$ cat src/rtl/axil_split_pkg.sv
package axil_split_pkg;

    typedef enum logic [1:0] {
        WS_IDLE,
        WS_SEND,
        WS_RESP,
        WS_ERR
    } wr_state_e;

    typedef enum logic [1:0] {
        RS_IDLE,
        RS_SEND,
        RS_RESP,
        RS_ERR
    } rd_state_e;

    localparam logic [1:0] RESP_DECERR = 2'b11;

endpackage

$ cat src/rtl/axil_split_decode.sv
module axil_split_decode #(
    parameter int          AW         = 16,
    parameter int unsigned SOLO_BASE  = 32'h1000,
    parameter int unsigned SOLO_SIZE  = 256,
    parameter int unsigned ARR_BASE   = 32'h2000,
    parameter int unsigned ARR_STRIDE = 64,
    parameter int          ARR_N      = 4,
    parameter int          IW         = $clog2(ARR_N + 2),
    parameter int          SOLO_AW    = $clog2(SOLO_SIZE),
    parameter int          ARR_AW     = $clog2(ARR_STRIDE)
) (
    input  logic [AW-1:0]           addr,
    output logic [IW-1:0]           hit_idx,
    output logic [SOLO_AW-1:0]      solo_addr,
    output logic [ARR_N*ARR_AW-1:0] tile_addr
);
    localparam int NC = ARR_N + 1;

    logic [AW-1:0] solo_off;
    logic [AW-1:0] arr_off;

    assign solo_off  = addr - AW'(SOLO_BASE);
    assign arr_off   = addr - AW'(ARR_BASE);
    assign solo_addr = SOLO_AW'(solo_off);

    // each tile gets its own offset: base and index*stride removed
    for (genvar i = 0; i < ARR_N; i++) begin : g_tile
        assign tile_addr[i*ARR_AW +: ARR_AW] =
            ARR_AW'(addr - AW'(ARR_BASE) - AW'(i * ARR_STRIDE));
    end

    // index NC encodes "no child"; solo window wins if windows overlapped
    always_comb begin
        hit_idx = IW'(NC);
        if (addr >= AW'(SOLO_BASE) && solo_off < AW'(SOLO_SIZE)) begin
            hit_idx = '0;
        end else if (addr >= AW'(ARR_BASE) && arr_off < AW'(ARR_N * ARR_STRIDE)) begin
            hit_idx = IW'(arr_off >> ARR_AW) + IW'(1);
        end
    end

endmodule

$ cat src/rtl/axil_split_wr.sv
module axil_split_wr
    import axil_split_pkg::*;
#(
    parameter int NC = 5,
    parameter int IW = 3
) (
    input  logic           clk,
    input  logic           rst_n,
    input  logic           up_awvalid,
    output logic           up_awready,
    input  logic           up_wvalid,
    output logic           up_wready,
    output logic           up_bvalid,
    input  logic           up_bready,
    output logic [1:0]     up_bresp,
    input  logic [IW-1:0]  hit_idx,
    output logic [NC-1:0]  dn_awvalid,
    input  logic [NC-1:0]  dn_awready,
    output logic [NC-1:0]  dn_wvalid,
    input  logic [NC-1:0]  dn_wready,
    input  logic [NC-1:0]  dn_bvalid,
    output logic [NC-1:0]  dn_bready,
    input  logic [2*NC-1:0] dn_bresp
);
    wr_state_e     st, st_nx;
    logic [IW-1:0] tgt;
    logic          aw_done, w_done;
    logic          miss, aw_hs, w_hs;

    assign miss  = (tgt == IW'(NC));
    assign aw_hs = up_awvalid & up_awready;
    assign w_hs  = up_wvalid & up_wready;

    always_comb begin
        st_nx = st;
        unique case (st)
            WS_IDLE: if (up_awvalid && up_wvalid) st_nx = WS_SEND;
            WS_SEND: if ((aw_done || aw_hs) && (w_done || w_hs))
                         st_nx = miss ? WS_ERR : WS_RESP;
            WS_RESP, WS_ERR: if (up_bvalid && up_bready) st_nx = WS_IDLE;
            default: st_nx = WS_IDLE;
        endcase
    end

    always_ff @(posedge clk or negedge rst_n) begin
        if (!rst_n) begin
            st      <= WS_IDLE;
            tgt     <= IW'(NC);
            aw_done <= 1'b0;
            w_done  <= 1'b0;
        end else begin
            st <= st_nx;
            if (st == WS_IDLE && st_nx == WS_SEND) tgt <= hit_idx;
            if (st == WS_SEND) begin
                aw_done <= aw_done | aw_hs;
                w_done  <= w_done | w_hs;
            end else begin
                aw_done <= 1'b0;
                w_done  <= 1'b0;
            end
        end
    end

    always_comb begin
        up_awready = 1'b0;
        up_wready  = 1'b0;
        up_bvalid  = 1'b0;
        up_bresp   = '0;
        dn_awvalid = '0;
        dn_wvalid  = '0;
        dn_bready  = '0;
        unique case (st)
            WS_SEND: begin
                if (miss) begin
                    up_awready = ~aw_done;
                    up_wready  = ~w_done;
                end else begin
                    for (int c = 0; c < NC; c++) begin
                        if (tgt == IW'(c)) begin
                            dn_awvalid[c] = up_awvalid & ~aw_done;
                            dn_wvalid[c]  = up_wvalid & ~w_done;
                            up_awready    = dn_awready[c] & ~aw_done;
                            up_wready     = dn_wready[c] & ~w_done;
                        end
                    end
                end
            end
            WS_RESP: begin
                for (int c = 0; c < NC; c++) begin
                    if (tgt == IW'(c)) begin
                        up_bvalid    = dn_bvalid[c];
                        up_bresp     = dn_bresp[2*c +: 2];
                        dn_bready[c] = up_bready;
                    end
                end
            end
            WS_ERR: begin
                up_bvalid = 1'b1;
                up_bresp  = RESP_DECERR;
            end
            default: ;
        endcase
    end

    a_r5_aw_single: assert property (@(posedge clk) disable iff (!rst_n)
        $onehot0(dn_awvalid));
    a_r7_bready_single: assert property (@(posedge clk) disable iff (!rst_n)
        $onehot0(dn_bready));
    a_r9_no_write_accept_in_resp: assert property (@(posedge clk) disable iff (!rst_n)
        up_bvalid |-> (!up_awready && !up_wready));
    a_r6_aw_ready_follows_child: assert property (@(posedge clk) disable iff (!rst_n)
        (|dn_awvalid) |-> (up_awready == |(dn_awvalid & dn_awready)));
    a_r8_write_decerr: assert property (@(posedge clk) disable iff (!rst_n)
        (st == WS_SEND && st_nx == WS_ERR) |=>
            (up_bvalid && up_bresp == RESP_DECERR && dn_awvalid == '0));

endmodule

$ cat src/rtl/axil_split_rd.sv
module axil_split_rd
    import axil_split_pkg::*;
#(
    parameter int NC = 5,
    parameter int IW = 3,
    parameter int DW = 32
) (
    input  logic             clk,
    input  logic             rst_n,
    input  logic             up_arvalid,
    output logic             up_arready,
    output logic             up_rvalid,
    input  logic             up_rready,
    output logic [DW-1:0]    up_rdata,
    output logic [1:0]       up_rresp,
    input  logic [IW-1:0]    hit_idx,
    output logic [NC-1:0]    dn_arvalid,
    input  logic [NC-1:0]    dn_arready,
    input  logic [NC-1:0]    dn_rvalid,
    output logic [NC-1:0]    dn_rready,
    input  logic [NC*DW-1:0] dn_rdata,
    input  logic [2*NC-1:0]  dn_rresp
);
    rd_state_e     st, st_nx;
    logic [IW-1:0] tgt;
    logic          miss, ar_hs;

    assign miss  = (tgt == IW'(NC));
    assign ar_hs = up_arvalid & up_arready;

    always_comb begin
        st_nx = st;
        unique case (st)
            RS_IDLE: if (up_arvalid) st_nx = RS_SEND;
            RS_SEND: if (ar_hs) st_nx = miss ? RS_ERR : RS_RESP;
            RS_RESP, RS_ERR: if (up_rvalid && up_rready) st_nx = RS_IDLE;
            default: st_nx = RS_IDLE;
        endcase
    end

    always_ff @(posedge clk or negedge rst_n) begin
        if (!rst_n) begin
            st  <= RS_IDLE;
            tgt <= IW'(NC);
        end else begin
            st <= st_nx;
            if (st == RS_IDLE && st_nx == RS_SEND) tgt <= hit_idx;
        end
    end

    always_comb begin
        up_arready = 1'b0;
        up_rvalid  = 1'b0;
        up_rdata   = '0;
        up_rresp   = '0;
        dn_arvalid = '0;
        dn_rready  = '0;
        unique case (st)
            RS_SEND: begin
                if (miss) begin
                    up_arready = 1'b1;
                end else begin
                    for (int c = 0; c < NC; c++) begin
                        if (tgt == IW'(c)) begin
                            dn_arvalid[c] = up_arvalid;
                            up_arready    = dn_arready[c];
                        end
                    end
                end
            end
            RS_RESP: begin
                for (int c = 0; c < NC; c++) begin
                    if (tgt == IW'(c)) begin
                        up_rvalid    = dn_rvalid[c];
                        up_rdata     = dn_rdata[c*DW +: DW];
                        up_rresp     = dn_rresp[2*c +: 2];
                        dn_rready[c] = up_rready;
                    end
                end
            end
            RS_ERR: begin
                up_rvalid = 1'b1;
                up_rresp  = RESP_DECERR;
            end
            default: ;
        endcase
    end

    a_r5_ar_single: assert property (@(posedge clk) disable iff (!rst_n)
        $onehot0(dn_arvalid));
    a_r7_rready_single: assert property (@(posedge clk) disable iff (!rst_n)
        $onehot0(dn_rready));
    a_r9_no_read_accept_in_resp: assert property (@(posedge clk) disable iff (!rst_n)
        up_rvalid |-> !up_arready);
    a_r6_ar_ready_follows_child: assert property (@(posedge clk) disable iff (!rst_n)
        (|dn_arvalid) |-> (up_arready == |(dn_arvalid & dn_arready)));
    a_r8_read_decerr: assert property (@(posedge clk) disable iff (!rst_n)
        (st == RS_SEND && st_nx == RS_ERR) |=>
            (up_rvalid && up_rresp == RESP_DECERR && up_rdata == '0));

endmodule

$ cat src/rtl/axil_split.sv
module axil_split #(
    parameter int          AW         = 16,
    parameter int          DW         = 32,
    parameter int unsigned SOLO_BASE  = 32'h1000,
    parameter int unsigned SOLO_SIZE  = 256,
    parameter int unsigned ARR_BASE   = 32'h2000,
    parameter int unsigned ARR_STRIDE = 64,
    parameter int          ARR_N      = 4
) (
    input  logic                                 clk,
    input  logic                                 rst_n,
    input  logic                                 up_awvalid,
    output logic                                 up_awready,
    input  logic [AW-1:0]                        up_awaddr,
    input  logic [2:0]                           up_awprot,
    input  logic                                 up_wvalid,
    output logic                                 up_wready,
    input  logic [DW-1:0]                        up_wdata,
    input  logic [DW/8-1:0]                      up_wstrb,
    output logic                                 up_bvalid,
    input  logic                                 up_bready,
    output logic [1:0]                           up_bresp,
    input  logic                                 up_arvalid,
    output logic                                 up_arready,
    input  logic [AW-1:0]                        up_araddr,
    input  logic [2:0]                           up_arprot,
    output logic                                 up_rvalid,
    input  logic                                 up_rready,
    output logic [DW-1:0]                        up_rdata,
    output logic [1:0]                           up_rresp,
    output logic [ARR_N:0]                       dn_awvalid,
    input  logic [ARR_N:0]                       dn_awready,
    output logic [$clog2(SOLO_SIZE)-1:0]         solo_awaddr,
    output logic [ARR_N*$clog2(ARR_STRIDE)-1:0]  tile_awaddr,
    output logic [2:0]                           dn_awprot,
    output logic [ARR_N:0]                       dn_wvalid,
    input  logic [ARR_N:0]                       dn_wready,
    output logic [DW-1:0]                        dn_wdata,
    output logic [DW/8-1:0]                      dn_wstrb,
    input  logic [ARR_N:0]                       dn_bvalid,
    output logic [ARR_N:0]                       dn_bready,
    input  logic [2*ARR_N+1:0]                   dn_bresp,
    output logic [ARR_N:0]                       dn_arvalid,
    input  logic [ARR_N:0]                       dn_arready,
    output logic [$clog2(SOLO_SIZE)-1:0]         solo_araddr,
    output logic [ARR_N*$clog2(ARR_STRIDE)-1:0]  tile_araddr,
    output logic [2:0]                           dn_arprot,
    input  logic [ARR_N:0]                       dn_rvalid,
    output logic [ARR_N:0]                       dn_rready,
    input  logic [(ARR_N+1)*DW-1:0]              dn_rdata,
    input  logic [2*ARR_N+1:0]                   dn_rresp
);
    localparam int NC      = ARR_N + 1;
    localparam int IW      = $clog2(NC + 1);
    localparam int SOLO_AW = $clog2(SOLO_SIZE);
    localparam int ARR_AW  = $clog2(ARR_STRIDE);

    logic [IW-1:0] wr_hit, rd_hit;

    // fields that every child may see; the valids gate their meaning
    assign dn_awprot = up_awprot;
    assign dn_arprot = up_arprot;
    assign dn_wdata  = up_wdata;
    assign dn_wstrb  = up_wstrb;

    axil_split_decode #(
        .AW(AW), .SOLO_BASE(SOLO_BASE), .SOLO_SIZE(SOLO_SIZE),
        .ARR_BASE(ARR_BASE), .ARR_STRIDE(ARR_STRIDE), .ARR_N(ARR_N),
        .IW(IW), .SOLO_AW(SOLO_AW), .ARR_AW(ARR_AW)
    ) u_wdec (
        .addr(up_awaddr), .hit_idx(wr_hit),
        .solo_addr(solo_awaddr), .tile_addr(tile_awaddr)
    );

    axil_split_decode #(
        .AW(AW), .SOLO_BASE(SOLO_BASE), .SOLO_SIZE(SOLO_SIZE),
        .ARR_BASE(ARR_BASE), .ARR_STRIDE(ARR_STRIDE), .ARR_N(ARR_N),
        .IW(IW), .SOLO_AW(SOLO_AW), .ARR_AW(ARR_AW)
    ) u_rdec (
        .addr(up_araddr), .hit_idx(rd_hit),
        .solo_addr(solo_araddr), .tile_addr(tile_araddr)
    );

    axil_split_wr #(.NC(NC), .IW(IW)) u_wr (
        .clk(clk), .rst_n(rst_n),
        .up_awvalid(up_awvalid), .up_awready(up_awready),
        .up_wvalid(up_wvalid), .up_wready(up_wready),
        .up_bvalid(up_bvalid), .up_bready(up_bready), .up_bresp(up_bresp),
        .hit_idx(wr_hit),
        .dn_awvalid(dn_awvalid), .dn_awready(dn_awready),
        .dn_wvalid(dn_wvalid), .dn_wready(dn_wready),
        .dn_bvalid(dn_bvalid), .dn_bready(dn_bready), .dn_bresp(dn_bresp)
    );

    axil_split_rd #(.NC(NC), .IW(IW), .DW(DW)) u_rd (
        .clk(clk), .rst_n(rst_n),
        .up_arvalid(up_arvalid), .up_arready(up_arready),
        .up_rvalid(up_rvalid), .up_rready(up_rready),
        .up_rdata(up_rdata), .up_rresp(up_rresp),
        .hit_idx(rd_hit),
        .dn_arvalid(dn_arvalid), .dn_arready(dn_arready),
        .dn_rvalid(dn_rvalid), .dn_rready(dn_rready),
        .dn_rdata(dn_rdata), .dn_rresp(dn_rresp)
    );

    a_r10_quiet_after_reset: assert property (@(posedge clk) disable iff (!rst_n)
        $rose(rst_n) |-> (!up_bvalid && !up_rvalid && dn_awvalid == '0 && dn_arvalid == '0));

endmodule

$ cat config.mk
export PLATFORM = sky130hd
export DESIGN_NAME = axil_split
export DESIGN_NICKNAME = d
export VERILOG_FILES = /design/src/rtl/axil_split_pkg.sv /design/src/rtl/axil_split_decode.sv /design/src/rtl/axil_split_wr.sv /design/src/rtl/axil_split_rd.sv /design/src/rtl/axil_split.sv
export SDC_FILE = /design/constraint.sdc
export NUM_CORES = 1
export LEC_CHECK = 0
export BUFFER_PORTS_ARGS = -buffer_cell sky130_fd_sc_hd__buf_2
export CAP_MARGIN = 20
export CORE_AREA = 2 2 178 180
export DETAILED_ROUTE_END_ITERATION = 10
export DIE_AREA = 0 0 180 182
export PLACE_DENSITY = 0.38
export SLEW_MARGIN = 40
export SYNTH_ARGS = -nofsm -noshare
export SYNTH_HDL_FRONTEND = slang
export SYNTH_SLANG_ARGS = --single-unit
$ cat constraint.sdc
create_clock -name clk -period 5.25 [get_ports clk]
set_clock_uncertainty 0.05 [all_clocks]
set_input_delay 0.525 -clock clk [delete_from_list [all_inputs] [get_ports clk]]
set_output_delay 0.525 -clock clk [all_outputs]
set_load 0.05 [all_outputs]
==> results.cfg, run 1 <==
[worst_setup_path]
cp_data_arrival_time_ns = 2.49
path_delay_family = flip-flops
crit_buf_inv = 2
cp_slowest_stage_delay_ns = 0.76
crit_fanout = 31
end_kind = output port
cp-start-kind = flop
required_ns = 4.68
r2r_slack_ns = 2.94
path_cells = buf_16 -> mux4_2 -> a221oi_1 -> nor2b_1 -> buf_2
cp_slowest_cell = dfstp_4
setup.worst_path.class = reg -> out

[logic_synthesis]
synth_edf_count = 0
ys_warn_count = 0
synthArstFlopShare_pct = 100
syn_area_sq_um = 3480
synth_nets = 717
yosysUniqueCellTypes = 46
yosysSeqAreaShare_pct = 8.77
syn_inst = 423
synth_seq_cells = 12
yosys.area.top_type_share_pct = 23.9
netlist.top_cell.by_area = buf_4
syn_area_per_cell_sq_um = 8.23
ys_top_cells_by_area = buf_4 24%, mux4_2 23%, a22oi_1 7.3%, nor2_1 6.8%, dfrtp_1 5.8%
synthFlopType = dfrtp_1

[floorplanning]
fp-row-count = 65
ios = 458
core_sq_um = 31000
start_util_pct = 11.2
die-area_sq_um = 32800
die_x_um = 180
die_h_um = 182

[final_layout]
nets = 892
layout_commonest_cell = buf_2
drive_above_1_share_pct = 60.3
syn2layout_area_growth_pct = 35.4
design_area_sq_um = 4710
layout_common_cells = 301 x buf_2, 63 x nor2_1, 36 x mux4_2

[route]
drc = 0
viasPerCell = 3.78
dr.pass1.iters = 4
drt-initial-drc-count = 128
ant_nets = 0
wirelength_um = 17900
wl_per_cell_um = 17.8
vias = 3784

[global_route]
gr-usage-all-layers_pct = 10.1
grt_overflow = 0
first_global_vias = 3882
grt_first_pass_wirelength_um = 25400
grt_antenna_before_repair = 2
grt_max_degree = 45

[sta]
rsz0062_at_grt = false
hold_viol = 0
tightest_slew_ns = 0.642
fmax_mhz = 326
period_share_pct = 58.4
period_needed_ns = 3.06
tns_ns = 0
final-setup-viol-count = 0
maxSlewViolCount = 0
relSlewSlack_pct = 57.2

[placed_design]
place_area_sq_um = 4590
gp_congestion = 0.773
dp_hpwl_um = 15700
io_buffers = 301

[clock_network]
cts_hold_repair.buffers = 0
clock_sinks = 12
cts_buffer_depth = 2
cts_setup_buffers = 0
htreeDepth = 1
insertion_delay_ns = 0.24
clkTransAtPathRegs_ns = 0.05
cts_tree = done
cts_inserted_buffers = 3
cts_root_buf = clkbuf_16
ctsResizeCount = 0

[worst_hold_path]
hold_path.class = in -> async

[power]
p_leak_nw = 2.25
power_density_nw_per_um2 = 396
ir_drop_v = 0.000140

[status]
outcome = complete, no violations

[flow_run]
cap_violations = 0
cells in the mapped netlist (6+ instances only):
| library cell | instances |
|---|---|
| nor3_1 | 6 |
| mux4_2 | 36 |
| a22oi_1 | 34 |
| buf_4 | 111 |
| o21ai_0 | 8 |
| dfrtp_1 | 8 |
| nand2_1 | 20 |
| nor2b_1 | 12 |
| ha_1 | 8 |
| clkbuf_1 | 9 |
| xnor2_1 | 6 |
| buf_2 | 12 |
| nand3_1 | 12 |
| nor2_1 | 63 |
| inv_1 | 12 |
| a21oi_1 | 7 |
| nand2b_1 | 6 |
area by class of cell:
type | instances | area (sq um)
flip-flops and latches | 12 | 310
well taps | 402 | 503
diodes | 2 | 5.00
multi-input cells | 262 | 2190
fillers | 3603 | 26300
inverters | 12 | 45.0
clock buffers | 4 | 88.8
repair buffers | 307 | 1570
flip-flops by register name (all words and copies together) (netlist names):
signal,cells
u_wr.tgt,3
u_wr.aw_done,1
u_rd.tgt,3
u_wr.st,2
u_wr.w_done,1
u_rd.st,2
through the flow:
step	utilization, %	hold WS [ns]	setup slack (ns)	total power, mW	cells
6_report	15.2	0.123	2.19	1.87	1001
3_3_place_gp	14.8	0.401	1.61	1.71	993
2_1_floorplan	-	0.179	2.67	1.52	423
5_1_grt	15.2	0.144	2.04	2.02	999
3_5_place_dp	14.8	0.400	2.13	1.71	994
4_1_cts	15.1	0.139	1.87	1.88	998
layer usage:
metal / share of wire (%) / track usage (%) / wire [um] / vias up
met2: 50 / 18.1 / 8860 / 246
met4: 0.80 / 0.813 / 142 / 0
met5: 0 / 0.148 / 0 / -
met1: 39 / 11.7 / 6970 / 1769
met3: 11 / 4.15 / 1890 / 6
li1: - / - / - / 1763
cells by family after synthesis:
| logic type | after synthesis | share of synthesized area, % |
|---|---|---|
| mux | 41 | 24.9 |
| compound gates | 73 | 15.6 |
| buf+inv | 149 | 28.7 |
| xor+xnor | 6 | 1.51 |
| fa+ha+maj | 8 | 2.88 |
| flops | 12 | 8.77 |
| simple gates | 134 | 17.7 |
where the power goes:
part	internal, mW	switching [mW]	total, mW
Clock	0.115	0.0432	0.158
Sequential	0.146	0.113	0.259
Combinational	0.551	0.898	1.45
Total	0.812	1.05	1.87
final timing paths:
check | startpoint | endpoint | cells after the start
worst min-delay path | rst_n | u_wr.tgt[1] | 1
min in group clk | up_bready | u_wr.st[1] | 2
worst max register to register | u_rd.tgt[0] | u_rd.st[1] | 5
max in group asynchronous | rst_n | u_rd.tgt[2] | 1
worst max-delay path | u_rd.tgt[0] | up_rresp[1] | 5
worst min register to register | u_rd.tgt[2] | u_rd.tgt[2] | 1
No activity file was read; power rests on OpenSTA's default activity.
==> run 2: changes to the inputs <==
CORE_AREA = 2 2 176 178   (was 2 2 178 180)
DIE_AREA = 0 0 178 180   (was 0 0 180 182)
PLACE_DENSITY = 0.4   (was 0.38)
clock period = 2.48 ns   (was 5.25 ns; I/O delays follow)
==> run 2 against run 1 <==
  * Utilization rose by 1.9 points
  * Worst setup slack got worse by 2.2 ns
  * Power rose by 140%
  * Sequential power rose by 93%
  * Via count rose by 4.0%
  * Die area fell by 2.2%
  * Critical endpoint is now up_rvalid
==> results.cfg, run 2 (same netlist as run 1, synthesis figures left out) <==
[placed_design]
dpl_worst_slack_ns = 0.0962
dp_hpwl_um = 17100
place_area_sq_um = 4890
gp_congestion = 0.818
io_buffers = 301

[route]
ant_nets = 0
vias = 3934
viasPerCell = 3.86
drc = 0
wl_per_cell_um = 19.0
wirelength_um = 19400
dr.pass1.iters = 4
drt-initial-drc-count = 144

[global_route]
grt_antenna_before_repair = 7
grt_overflow = 0
met2_usage_pct = 20.3
busiest_layer = met2
first_global_vias = 4061
gr-usage-all-layers_pct = 11.2
grt_max_degree = 40
grt_use_met1_pct = 12.4
grt_first_pass_wirelength_um = 26800
gr-usage-met3_pct = 4.82

[sta]
rsz0062_at_grt = true
period_share_pct = 99.7
period_needed_ns = 2.47
relSlewSlack_pct = 50.7
hold_viol = 0
fmax_mhz = 405
tns_ns = 0
final-setup-viol-count = 0
maxSlewViolCount = 0
layout_setup_ws_ns = 0.00863
tightest_slew_ns = 0.732
hold_slack_ns = 0.185

[floorplanning]
die_x_um = 178
die-area_sq_um = 32000
core_sq_um = 30200
ios = 458
die_h_um = 180
fp-row-count = 64
start_util_pct = 11.5

[worst_setup_path]
setup.worst_path.class = reg -> out
cp-start-kind = flop
cp_data_arrival_time_ns = 2.17
end_kind = output port
ff2ff_path_depth = 6
crit_fanout = 6
required_ns = 2.18

[worst_hold_path]
hold_path.class = in -> reg
whs_path_depth = 2

[final_layout]
layout_common_cells = 281 x buf_2, 61 x nor2_1, 36 x mux4_2
multi_input_area_sq_um = 2220
biggestRegsByFlops = u_rd.tgt x3, u_wr.tgt x3
syn2layout_area_growth_pct = 48.7
layout_commonest_cell = buf_2
register_area_sq_um = 314
drive_above_1_share_pct = 63.2
fillCellCount = 3469
design_area_sq_um = 5180
nets = 915

[clock_network]
cts_buffer_depth = 2
clock_sinks = 12
cts_tree = done
clkTransAtPathRegs_ns = 0.05
insertion_delay_ns = 0.24
htreeDepth = 1
cts_inserted_buffers = 3
cts_root_buf = clkbuf_16

[power]
p_leak_nw = 2.42
power_density_nw_per_um2 = 877
ir_drop_v = 0.000327

[flow_run]
cap_violations = 0

[status]
outcome = complete, no violations
[run 2: final timing paths]
kind | startpoint | to | slack [ns]
worst min register to register | u_rd.tgt[2] | u_rd.tgt[2] | 0.53
worst min-delay path | up_bready | u_wr.st[1] | 0.19
worst max register to register | u_wr.tgt[0] | u_wr.st[0] | 0.42
max in group asynchronous | rst_n | u_rd.tgt[2] | 1.68
min in group asynchronous | rst_n | u_wr.tgt[1] | 0.40
worst max-delay path | u_rd.tgt[0] | up_rvalid | 0.009
[run 2: what timing repair did]
action / in CTS / in global routing
gates cloned: 0 / 0
hold endpoints to repair: 8 / 0
endpoints found under the setup margin: 30 / 36
pin swaps: 2 / 0
buffers inserted: 8 / 1
hold buffers: 1 / 0
gates resized for setup: 21 / 10
[run 2: per-stage QoR]
stage | cells | util [%] | total power, mW
after global routing | 1019 | 17.1 | 4.89
after detailed placement | 1002 | 16.2 | 3.98
after floorplan | 423 | - | 3.22
final | 1020 | 17.2 | 4.54
after global placement | 1002 | 16.2 | 3.99
after CTS | 1015 | 17.0 | 4.59
[run 2: per-layer routing]
| metal | part of all wire [%] | wire (um) |
|---|---|---|
| met5 | 0.21 | 41 |
| met4 | 0.65 | 127 |
| met3 | 13 | 2450 |
| met2 | 50 | 9650 |
| met1 | 37 | 7120 |
[run 2: worst max-delay path: stages, from the launching register on]
cell	delay [ns]
dfstp_4	0.70
mux4_2	0.52
a221o_1	0.38
and2_4	0.18
buf_6	0.14
[run 2: power breakdown]
part,internal (mW),leakage [nW],switching [mW],total [mW]
combinational,1.60,2.23,2.10,3.70
clock,0.245,0.0442,0.0959,0.341
sequential,0.314,0.145,0.187,0.501
total,2.16,2.42,2.38,4.54
[run 2: final cells by class]
cell class / count / share of cell area (%)
flip-flops and latches: 12 / 6.07
multi-input cells: 262 / 42.9
clock buffers: 4 / 1.72
diodes: 4 / 0.193
well taps: 396 / 9.57
repair buffers: 330 / 38.7
inverters: 12 / 0.870
==> run 3: changes to the inputs <==
clock period = 2.11 ns   (was 2.48 ns; I/O delays follow)
==> run 3 against run 2 <==
  * The run now ends with negative setup slack left
  * Clock-buffer cell count is the same
  * Combinational power rose by 48%
  * Global-route usage decreased by 0.55 points
  * Design area grew 12%
  * Flip-flop and latch count stayed put
  * Critical path type unchanged
  * Sequential share of layout area down 0.72 points
  * Non-clock buffer count increased by 20
  * Cell count grew 1.7%
==> results.cfg, run 3 (same netlist as run 1, synthesis figures left out) <==
[status]
violations = negative setup slack
outcome = finished, violations left

[route]
viasPerCell = 3.89
dr.pass1.iters = 4
wirelength_um = 18800
vias = 4033
drc = 0
ant_nets = 0
drt-initial-drc-count = 106
wl_per_cell_um = 18.1

[worst_hold_path]
hold_path.class = in -> reg

[sta]
rsz0062_at_grt = true
period_needed_ns = 2.34
period_share_pct = 111
tns_ns = -6.23
final-setup-viol-count = 38
hold_viol = 0
fmax_mhz = 426
tightest_slew_ns = 0.408
relSlewSlack_pct = 72.8
layout_setup_ws_ns = -0.235
maxSlewViolCount = 0

[worst_setup_path]
cp_data_arrival_time_ns = 2.08
rr_startpoint = u_rd.tgt[0]
reg2reg_to = u_rd.st[1]
end_kind = output port
r2r_slack_ns = 0.05
critical_path.startpoint = u_rd.tgt[0]
required_ns = 1.85
crit_cells = 6
cp_slowest_stage_delay_ns = 0.66
setup.worst_path.end = up_rdata[5]
path_delay_family = flip-flops
cp_slowest_cell = dfstp_4
setup.worst_path.class = reg -> out
crit_fanout = 10
critPathMostFrequentCell = buf_12
path_cells = buf_12 -> buf_12 -> mux4_2 -> a22oi_2 -> nor2_2 -> buf_6
ff2ff_path_depth = 6
crit_buf_inv = 3
cp-start-kind = flop

[final_layout]
design_area_sq_um = 5800
drive_above_1_share_pct = 75.6
stdcell_count = 1037
biggestRegsByFlops = u_rd.tgt x3, u_wr.tgt x3
layout_common_cells = 256 x buf_2, 48 x buf_6, 36 x mux4_2
syn2layout_area_growth_pct = 66.6
nets = 935
layout_commonest_cell = buf_2

[global_route]
grt_first_pass_wirelength_um = 25600
grt_antenna_before_repair = 5
grt_overflow = 0
grt_max_degree = 30
gr-usage-all-layers_pct = 10.6
first_global_vias = 4155

[floorplanning]
fp-row-count = 64
core_sq_um = 30200
ios = 458
start_util_pct = 11.5
die_h_um = 180
die-area_sq_um = 32000
die_x_um = 178

[clock_network]
htreeDepth = 1
cts_root_buf = clkbuf_16
cts_inserted_buffers = 3
clock_sinks = 12
cts_buffer_depth = 2
clkTransAtPathRegs_ns = 0.05
insertion_delay_ns = 0.24
cts_tree = done

[placed_design]
dp_hpwl_um = 16100
dp.cells = 1018
gp_congestion = 0.846
io_buffers = 301
place_area_sq_um = 4990

[flow_run]
cap_violations = 0

[power]
power_density_nw_per_um2 = 1100
ir_drop_v = 0.000408
p_leak_nw = 2.59
[run 3: per-layer routing]
metal / global-route usage, % / part of all wire [%] / vias to the layer above
met5: 0 / 0.22 / -
met4: 0.820 / 0.70 / 6
met3: 5.50 / 13 / 14
met2: 18.1 / 47 / 261
met1: 12.3 / 39 / 1901
li1: - / - / 1851
[run 3: where the power goes]
| group | total (mW) | internal [mW] | switching, mW |
|---|---|---|---|
| logic | 5.48 | 2.56 | 2.93 |
| registers | 0.476 | 0.360 | 0.116 |
| clock network | 0.401 | 0.287 | 0.114 |
[run 3: area by class of cell]
class | instances | area [sq um]
antenna | 1 | 2.50
clock buffer | 4 | 88.8
fill | 3429 | 24400
inverter | 12 | 45.0
multi-input combinational | 262 | 2510
sequential | 12 | 310
tap | 396 | 495
timing repair buffer | 350 | 2340
[run 3: what timing repair did]
item                                    in CTS  in global routing
endpoints found under the setup margin      44                 49
resized for setup                          107                 50
cloned                                       1                  1
hold buffers                                 1                  0
hold endpoints to repair                     8                  0
buffers inserted                             4                  7
pin swaps                                    4                  5
[run 3: worst min path at each step]
stage,cells after the start,endpoint,startpoint
after global placement,1,u_wr.tgt[1],rst_n
after CTS,2,u_wr.st[1],up_bready
final,2,u_wr.st[1],up_bready
after global routing,2,u_wr.st[1],up_bready
after floorplan,0,u_rd.st[0],rst_n
after detailed placement,1,u_wr.tgt[1],rst_n
[run 3: metrics by stage]
step	power (mW)	setup slack (ns)	util [%]	hold WS (ns)
2_1_floorplan	3.91	-0.0987	-	-0.135
4_1_cts	6.05	-0.292	18.3	0.184
3_3_place_gp	4.92	-0.0674	16.5	0.0950
3_5_place_dp	4.94	-0.0992	16.5	0.0949
6_report	6.36	-0.235	19.2	0.187
5_1_grt	6.77	-0.323	19.2	0.199
[run 3: worst register-to-register path: cells and delay by family (launching register included)]
| kind | cells | cell delay, ns |
|---|---|---|
| DFF | 1 | 0.66 |
| AOI/OAI and AO/OA | 2 | 0.32 |
| muxes | 1 | 0.52 |
| and+or+nand+nor | 1 | 0.10 |
| buffers and inverters | 2 | 0.30 |
